--- config.mk ---
export PLATFORM = sky130hd
export DESIGN_NAME = phy_pwrup_seq
export DESIGN_NICKNAME = d
export VERILOG_FILES = /design/src/rtl/phy_pwrup_seq.sv
export SDC_FILE = /design/constraint.sdc
export NUM_CORES = 1
export LEC_CHECK = 0
export ABC_AREA = 1
export BUFFER_PORTS_ARGS = -buffer_cell sky130_fd_sc_hd__buf_2
export CAP_MARGIN = 20
export CORE_MARGIN = 2
export CORE_UTILIZATION = 61
export DETAILED_ROUTE_END_ITERATION = 16
export PLACE_DENSITY = 0.8
export SLEW_MARGIN = 10
export SYNTH_ARGS = -nofsm -noshare
export SYNTH_HDL_FRONTEND = slang
export SYNTH_SLANG_ARGS = --single-unit
--- constraint.sdc ---
create_clock -name clk -period 2.05 [get_ports clk]
set_input_delay 0.41 -clock clk [delete_from_list [all_inputs] [get_ports clk]]
set_output_delay 0.41 -clock clk [all_outputs]
set_load 0.1 [all_outputs]
--- src/rtl/phy_pwrup_seq.sv ---
module phy_pwrup_seq #(
  parameter int GAP_CYC    = 100,
  parameter int SETTLE_CYC = 100000,
  parameter int POLL_CYC   = 100,
  parameter int POLL_MAX   = 100
) (
  input  logic       clk,
  input  logic       rst_n,
  input  logic       en_req,
  input  logic       dis_req,
  input  logic       cfg_done,
  input  logic       pll_lock,
  input  logic       clk_stop,
  output logic [2:0] phy_ctl,
  output logic       core_pwr,
  output logic       clk_hs_req,
  output logic       ready,
  output logic       timeout
);

  localparam int M1 = (GAP_CYC > POLL_CYC) ? GAP_CYC : POLL_CYC;
  localparam int MC = (SETTLE_CYC > M1) ? SETTLE_CYC : M1;
  localparam int CW = $clog2(MC + 1);
  localparam int PW = $clog2(POLL_MAX + 1);
  localparam logic [CW-1:0] GAP_LD  = CW'(GAP_CYC - 1);
  localparam logic [CW-1:0] SET_LD  = CW'(SETTLE_CYC - 1);
  localparam logic [CW-1:0] POLL_LD = CW'(POLL_CYC - 1);
  localparam logic [PW-1:0] LAST_P  = PW'(POLL_MAX - 1);

  typedef enum logic [2:0] {S_OFF, S_CFG, S_CLK, S_UNSHUT, S_SETTLE, S_POLL, S_ON} st_t;

  st_t           st;
  logic [CW-1:0] cnt;
  logic [PW-1:0] polls;

  wire locked = pll_lock | clk_stop;
  wire cnt_z  = (cnt == '0);

  always_ff @(posedge clk or negedge rst_n) begin
    if (!rst_n) begin
      st         <= S_OFF;
      cnt        <= '0;
      polls      <= '0;
      phy_ctl    <= 3'b000;
      core_pwr   <= 1'b0;
      clk_hs_req <= 1'b0;
      ready      <= 1'b0;
      timeout    <= 1'b0;
    end else if (dis_req && st != S_OFF) begin
      st         <= S_OFF;
      cnt        <= '0;
      phy_ctl    <= 3'b000;
      core_pwr   <= 1'b0;
      clk_hs_req <= 1'b0;
      ready      <= 1'b0;
    end else begin
      case (st)
        S_OFF: if (en_req) begin
          st       <= S_CFG;
          timeout  <= 1'b0;
          core_pwr <= 1'b0;
        end
        S_CFG: if (cfg_done) begin
          st      <= S_CLK;
          phy_ctl <= 3'b100;
          cnt     <= GAP_LD;
        end
        S_CLK: if (cnt_z) begin
          st      <= S_UNSHUT;
          phy_ctl <= 3'b101;
          cnt     <= GAP_LD;
        end else cnt <= cnt - 1'b1;
        S_UNSHUT: if (cnt_z) begin
          st      <= S_SETTLE;
          phy_ctl <= 3'b111;
          cnt     <= SET_LD;
        end else cnt <= cnt - 1'b1;
        S_SETTLE: if (cnt_z) begin
          st    <= S_POLL;
          polls <= '0;
        end else cnt <= cnt - 1'b1;
        S_POLL: if (cnt_z) begin
          if (locked) begin
            st         <= S_ON;
            core_pwr   <= 1'b1;
            clk_hs_req <= 1'b1;
            ready      <= 1'b1;
          end else if (polls == LAST_P) begin
            st         <= S_ON;
            core_pwr   <= 1'b1;
            clk_hs_req <= 1'b1;
            timeout    <= 1'b1;
          end else begin
            polls <= polls + 1'b1;
            cnt   <= POLL_LD;
          end
        end else cnt <= cnt - 1'b1;
        default: ;
      endcase
    end
  end

endmodule

# Yosys cells after proc, flatten, opt, wreduce, memory -nomap -nowiden

Cells that the tools add are included.

Register bits after elaboration: 34
Input bits: 7
Output and inout port bits: 7
Logic and storage cells: 99

$add $sub $neg: 2
Equality and inequality tests: 22
Muxes and demuxes: 43
Bitwise operators: 2
Reduce and logical (&&, ||, !) cells: 22

Operators with widths:

| operator                                            | count |
|---|---|
| two-way mux 17 bit                                  | 8 |
| case mux 17 bit (5 select lines)                    | 1 |
| two-way mux 3 bit                                   | 12 |
| two-way mux 7 bit                                   | 4 |
| inequality test 3 bit, second input constant        | 7 |
| case mux 3 bit (6 select lines)                     | 1 |
| logical NOT 17 bit                                  | 1 |
| subtractor 17 x 1 -> 17 bit, second input constant  | 1 |
| case mux 7 bit (2 select lines)                     | 1 |
| two-way mux 1 bit                                   | 13 |
| inequality test 2 bit, second input constant        | 6 |
| inequality test 4 bit, second input constant        | 3 |
| AND reduction 6 bit                                 | 2 |
| nonzero test 2 bit                                  | 5 |
| case mux 3 bit (3 select lines)                     | 1 |
| nonzero test 3 bit                                  | 3 |
| AND reduction 4 bit                                 | 2 |
| AND reduction 8 bit                                 | 1 |
| adder 7 x 1 -> 7 bit, second input constant         | 1 |
| equality test 7 bit, second input constant          | 1 |
| nonzero test 7 bit                                  | 1 |
| equality test 3 x 2 -> 1 bit, second input constant | 2 |
| equality test 3 bit, second input constant          | 2 |
| AND reduction 3 bit                                 | 2 |
| 9 further kinds                                     | 10 |

# Longest topological paths before layout

Word-level depth: 6
Depth in mapped cells: 14
Gate-level depth less buffers: 14

# Worst setup path before layout

OpenSTA, ideal clock, no wires.

Path type: register to register
Start point: reg cnt[1]
End point: reg cnt[12]
Setup time: 0.118 ns
Data arrival time: 1.516 ns
Data required time: 1.932 ns
Slack: 0.416 ns
Stages on the path, launching flop included: 15
Path buffers: 1
Period minus slack after synthesis: 1.634 ns
Path through: dfrtp_1 > inv_1 > ha_1 > inv_1 > nor2_1 > nand2_1 > nor2_1 > nand2_2 > nor2_1 > nand2_2 > nand2_2 > inv_2 > buf_6 > nand3_1 > nand2_1

Longest elaborated chain between the ends: 4
Elaborated cells between the ends (all ways): 12
Classes of those cells: 1 x add/sub; 3 x eq/ne; 6 x mux; 2 x reduce/logical

Ends and longest elaborated chain:

| element                                                           | line | text |
|---|---|---|
| from (decl)                                                       | 33   | `logic [CW-1:0] cnt;` |
| from (signal assigned)                                            | 72   | `end else cnt <= cnt - 1'b1;` |
| from (signal assigned)                                            | 77   | `end else cnt <= cnt - 1'b1;` |
| from (signal assigned)                                            | 81   | `end else cnt <= cnt - 1'b1;` |
| subtractor 17 x 1 -> 17 bit or logical NOT 17 bit (tied branches) | -    |  |
| two-way mux 17 bit (on tied branches)                             | -    |  |
| case mux 17 bit (5 select lines)                                  | 57   | `case (st)` |
| two-way mux 17 bit                                                | 49   | `end else if (dis_req && st != S_OFF) begin` |

Parallel ways exist; a longest one is shown, timed or not. The select of a mux whose other input is x is not followed.
A chain may end at the register's enable or synchronous reset.

# Worst setup path after layout

Start point: reg cnt[1]
End point: reg st[0]

Longest elaborated chain between the ends: 3
Elaborated cells between the ends (all ways): 6
Classes of those cells: 4 x eq/ne; 2 x reduce/logical

Ends and longest elaborated chain:

| element                                  | line | text |
|---|---|---|
| logical NOT 17 bit (*)                   | 37   | `wire cnt_z = (cnt == '0);` |
| inequality test 3 bit (no source line)   | -    |  |
| AND reduction 8 bit (no source line) (*) | -    |  |
| to (signal assigned)                     | 41   | `st <= S_OFF;` |
| to (signal assigned)                     | 50   | `st <= S_OFF;` |
| to (signal assigned)                     | 59   | `st <= S_CFG;` |
| to (decl)                                | 32   | `st_t st;` |

Every way passes the cells marked *; elsewhere a longest branch is shown, timed or not.

==> metrics.csv <==
stage,metric,value,unit
clock_network,cts-root-buf,clkbuf_8,
timing,period_share,0.8985,
finish,layout-area-overhead-vs-synth,8.686,%
clock_network,clockBufferDepth,2,
synthesis,synth_area,2391,um2
setup_path,cp_common_cell,nand2_1,
timing,slew_viol_final,0,
synthesis,synthArstFlopShare,1.000,
synthesis,synth_edf_count,0,
placed_design,dp_cells,417,
timing,finClkSkew,0.007267,ns
die,die_x,66.61,um
setup_path,reg2reg_to,st[0]$_DFFE_PN0P_,
global_routing,grt_pass1_vias,2137,
timing,finalSetupViolCount,0,
pwr,power_density,1497,nW/um2
die,row_count,22,
synthesis,yosysSeqAreaShare,0.3558,
setup_path,cp.arrival,2.02,ns
placed_design,port_buffers,13,
timing,fmax,542.9,MHz
finish,final_cell_mix,"119 x nand2_1, 48 x nand3_1, 40 x inv_1, 38 x nor2_1, 34 x dfrtp_1",
outcome,status,finished clean,
clock_network,ctsHoldBuffers,0,
clock_network,cts_setup_buffers,0,
synthesis,synth_top_cell_area_share,0.3558,
timing,period_minus_slack,1.842,ns
pwr,peakVddDrop,0.9998,mV
pwr,leakage,1.492,nW
die,ios,14,
synthesis,synthTopCellsByArea,"dfrtp_1 36%, nand2_1 19%, nand3_1 10%",
finish,ff_latch_area,850.8,um2
setup_path,path_buf_inv,2,
global_routing,grt.overflow.total,0,
finish,fin_cells,426,
detailed_routing,wire_per_inst,12.06,um
synthesis,synth_fp_nets,370,
detailed_routing,drt-initial-drc-count,151,
setup_path,start_kind,flip-flop,
timing,worst_pin_slew,0.7522,ns
synthesis,yosys_most_used_dff,dfrtp_1,
detailed_routing,antenna_left,0,
setup_path,cp_max_fo,7,
finish,drive_above_1_share,0.1376,
die,die_area,4436,um2
detailed_routing,routed_wl,5.138,mm
timing,hold_viol_final,0,
detailed_routing,route.detailed.drc,0,
clock_network,cts_made_buffers,5,
min_path,hp-class,input port to asynchronous set/reset pin,
setup_path,cp-end-kind,flip-flop,
finish,layout_commonest_cell,nand2_1,
finish,fill_cells,335,
setup_path,regToRegSetupSlack,0.21,ns
finish,multi_input_area,1320,um2
global_routing,grt_max_degree,35,
finish,final_nets,389,
detailed_routing,vias_per_cell,5.293,
synthesis,synth-seq-cells,34,
synthesis,yosys_warnings,0,
die,coreArea,3716,um2
pwr,finalPower,0.003889,W
setup_path,critPathSlowestCell,dfrtp_1,
clock_network,htreeDepth,2,
clock_network,clkLatencyLatePin,0.29,ns
setup_path,worstSetupPathType,flip-flop to flip-flop,
synthesis,syn-instance-count,358,
clock_network,clk_pin_slew,0.07,ns
setup_path,critPathMaxStageDelay,0.38,ns
clock_network,cts.sinks,34,
die,fp.dieH,66.61,um
setup_path,rr_worst_depth,13,
run,drv_cap,0,
placed_design,hpwlAfterDp,3.767,mm
detailed_routing,vias,2255,
synthesis,syn_avg_cell_area,6.679,um2
clock_network,ctsResizeCount,0,
global_routing,grt_use_total,0.2699,
global_routing,grt_pass1_wl,9.190,mm
placed_design,gp_congestion,0.9654,
setup_path,r2r_start,cnt[1]$_DFFE_PN0P_,
setup_path,critical_path.cell_chain,"inv_1, ha_1, inv_1, nor2_1, nand2_1, nor2_2, nand2_1, nand3_1, nand2_1, nor2_2, nand2_1, nand2_1, nand2_1",
detailed_routing,drt_first_pass_iters,4,
die,initial_core_util,0.6434,
synthesis,synth_cell_types,31,
setup_path,crit_family,simple AND/OR/NAND/NOR gates,
finish,antenna_cells,0,
clock_network,cts_tree,done,
timing,slew_headroom,0.4986,
synthesis,synth_top_area_cell,dfrtp_1,
global_routing,antenna_found_initial,0,
setup_path,worstPathRequired,2.23,ns
layer usage:
| metal | global-route usage | wire [um] |
|---|---|---|
| met5 | 0 | 0 |
| met1 | 0.3640 | 2522 |
| met4 | 0.09439 | 82 |
| met2 | 0.4313 | 2306 |
| met3 | 0.05236 | 227 |
how the worst max path moves through the flow:
stage / depth (start not counted) / startpoint / to / slack [ns]
after floorplan: 14 / cnt[1]$_DFFE_PN0P_ / cnt[12]$_DFFE_PN0P_ / 0.42
after detailed placement: 13 / cnt[0]$_DFFE_PN0P_ / cnt[12]$_DFFE_PN0P_ / 0.18
final: 13 / cnt[1]$_DFFE_PN0P_ / st[0]$_DFFE_PN0P_ / 0.21
after global routing: 12 / cnt[0]$_DFFE_PN0P_ / polls[2]$_DFFE_PN0P_ / -0.0005
after global placement: 13 / cnt[1]$_DFFE_PN0P_ / cnt[12]$_DFFE_PN0P_ / 0.23
after CTS: 13 / cnt[1]$_DFFE_PN0P_ / cnt[12]$_DFFE_PN0P_ / 0.16
cells by family (layout without fill, tap and decap cells):
group / after synthesis / count (layout) / share of synthesized area
AND/OR/NAND/NOR: 229 / 230 / 0.4181
buffers and inverters: 54 / 73 / 0.09681
flip-flops: 34 / 34 / 0.3558
AO/OA/AOI/OAI: 25 / 25 / 0.06280
XOR/XNOR: 11 / 11 / 0.04030
adder cells (fa/ha/maj): 5 / 5 / 0.02616
layout make-up:
cell class | count | share of cell area
multi-input cells | 271 | 0.5079
flip-flops and latches | 34 | 0.3274
inverters | 49 | 0.07270
repair buffers | 16 | 0.03370
clock buffers | 7 | 0.03322
well taps | 48 | 0.02311
clock inverters | 1 | 0.001926
power breakdown:
group          total (W)  leakage (nW)  switching (W)  internal [W]
registers       0.000999         0.457       0.000157      0.000842
logic            0.00238         0.987        0.00167      0.000710
clock network   0.000514        0.0482       0.000243      0.000271
through the flow:
stage | area (um2) | util | hold slack (ns) | worst slack, ns | TNS, ns
2_1_floorplan | 2391 | - | 0.1144 | 0.4157 | 0
3_3_place_gp | 2494 | 0.6710 | 0.4643 | 0.2266 | 0
3_5_place_dp | 2494 | 0.6710 | 0.4695 | 0.1817 | 0
4_1_cts | 2585 | 0.6956 | 0.2065 | 0.1595 | 0
5_1_grt | 2599 | 0.6993 | 0.2539 | -0.0004952 | -0.0004952
6_report | 2599 | 0.6993 | 0.1797 | 0.2080 | 0
cells in the mapped netlist (all sizes together), types with 2 or more instances:
master and n:
xor2 8, nand3 51, o21ai 15, buf 5, ha 5, xnor2 3, a21oi 4, nor2 46
inv 49, dfrtp 34, nor3 3, nand3b 2, nand2 125
registers in the layout, summed over array words and instances (netlist names):
signal	count
polls	7
cnt	17
clk_hs_req	1
ready	1
phy_ctl	3
core_pwr	1
st	3
timeout	1
worst reg2reg max path, stage by stage, from the launching register on:
cell and delay [ns]:
dfrtp_1 0.38, inv_1 0.12, ha_1 0.15, inv_1 0.04, nor2_1 0.08, nand2_1 0.06, nor2_2 0.13, nand2_1 0.19
nand3_1 0.14, nand2_1 0.07, nor2_2 0.15, nand2_1 0.11, nand2_1 0.07, nand2_1 0.05
No activity file was read; power rests on OpenSTA's default activity.
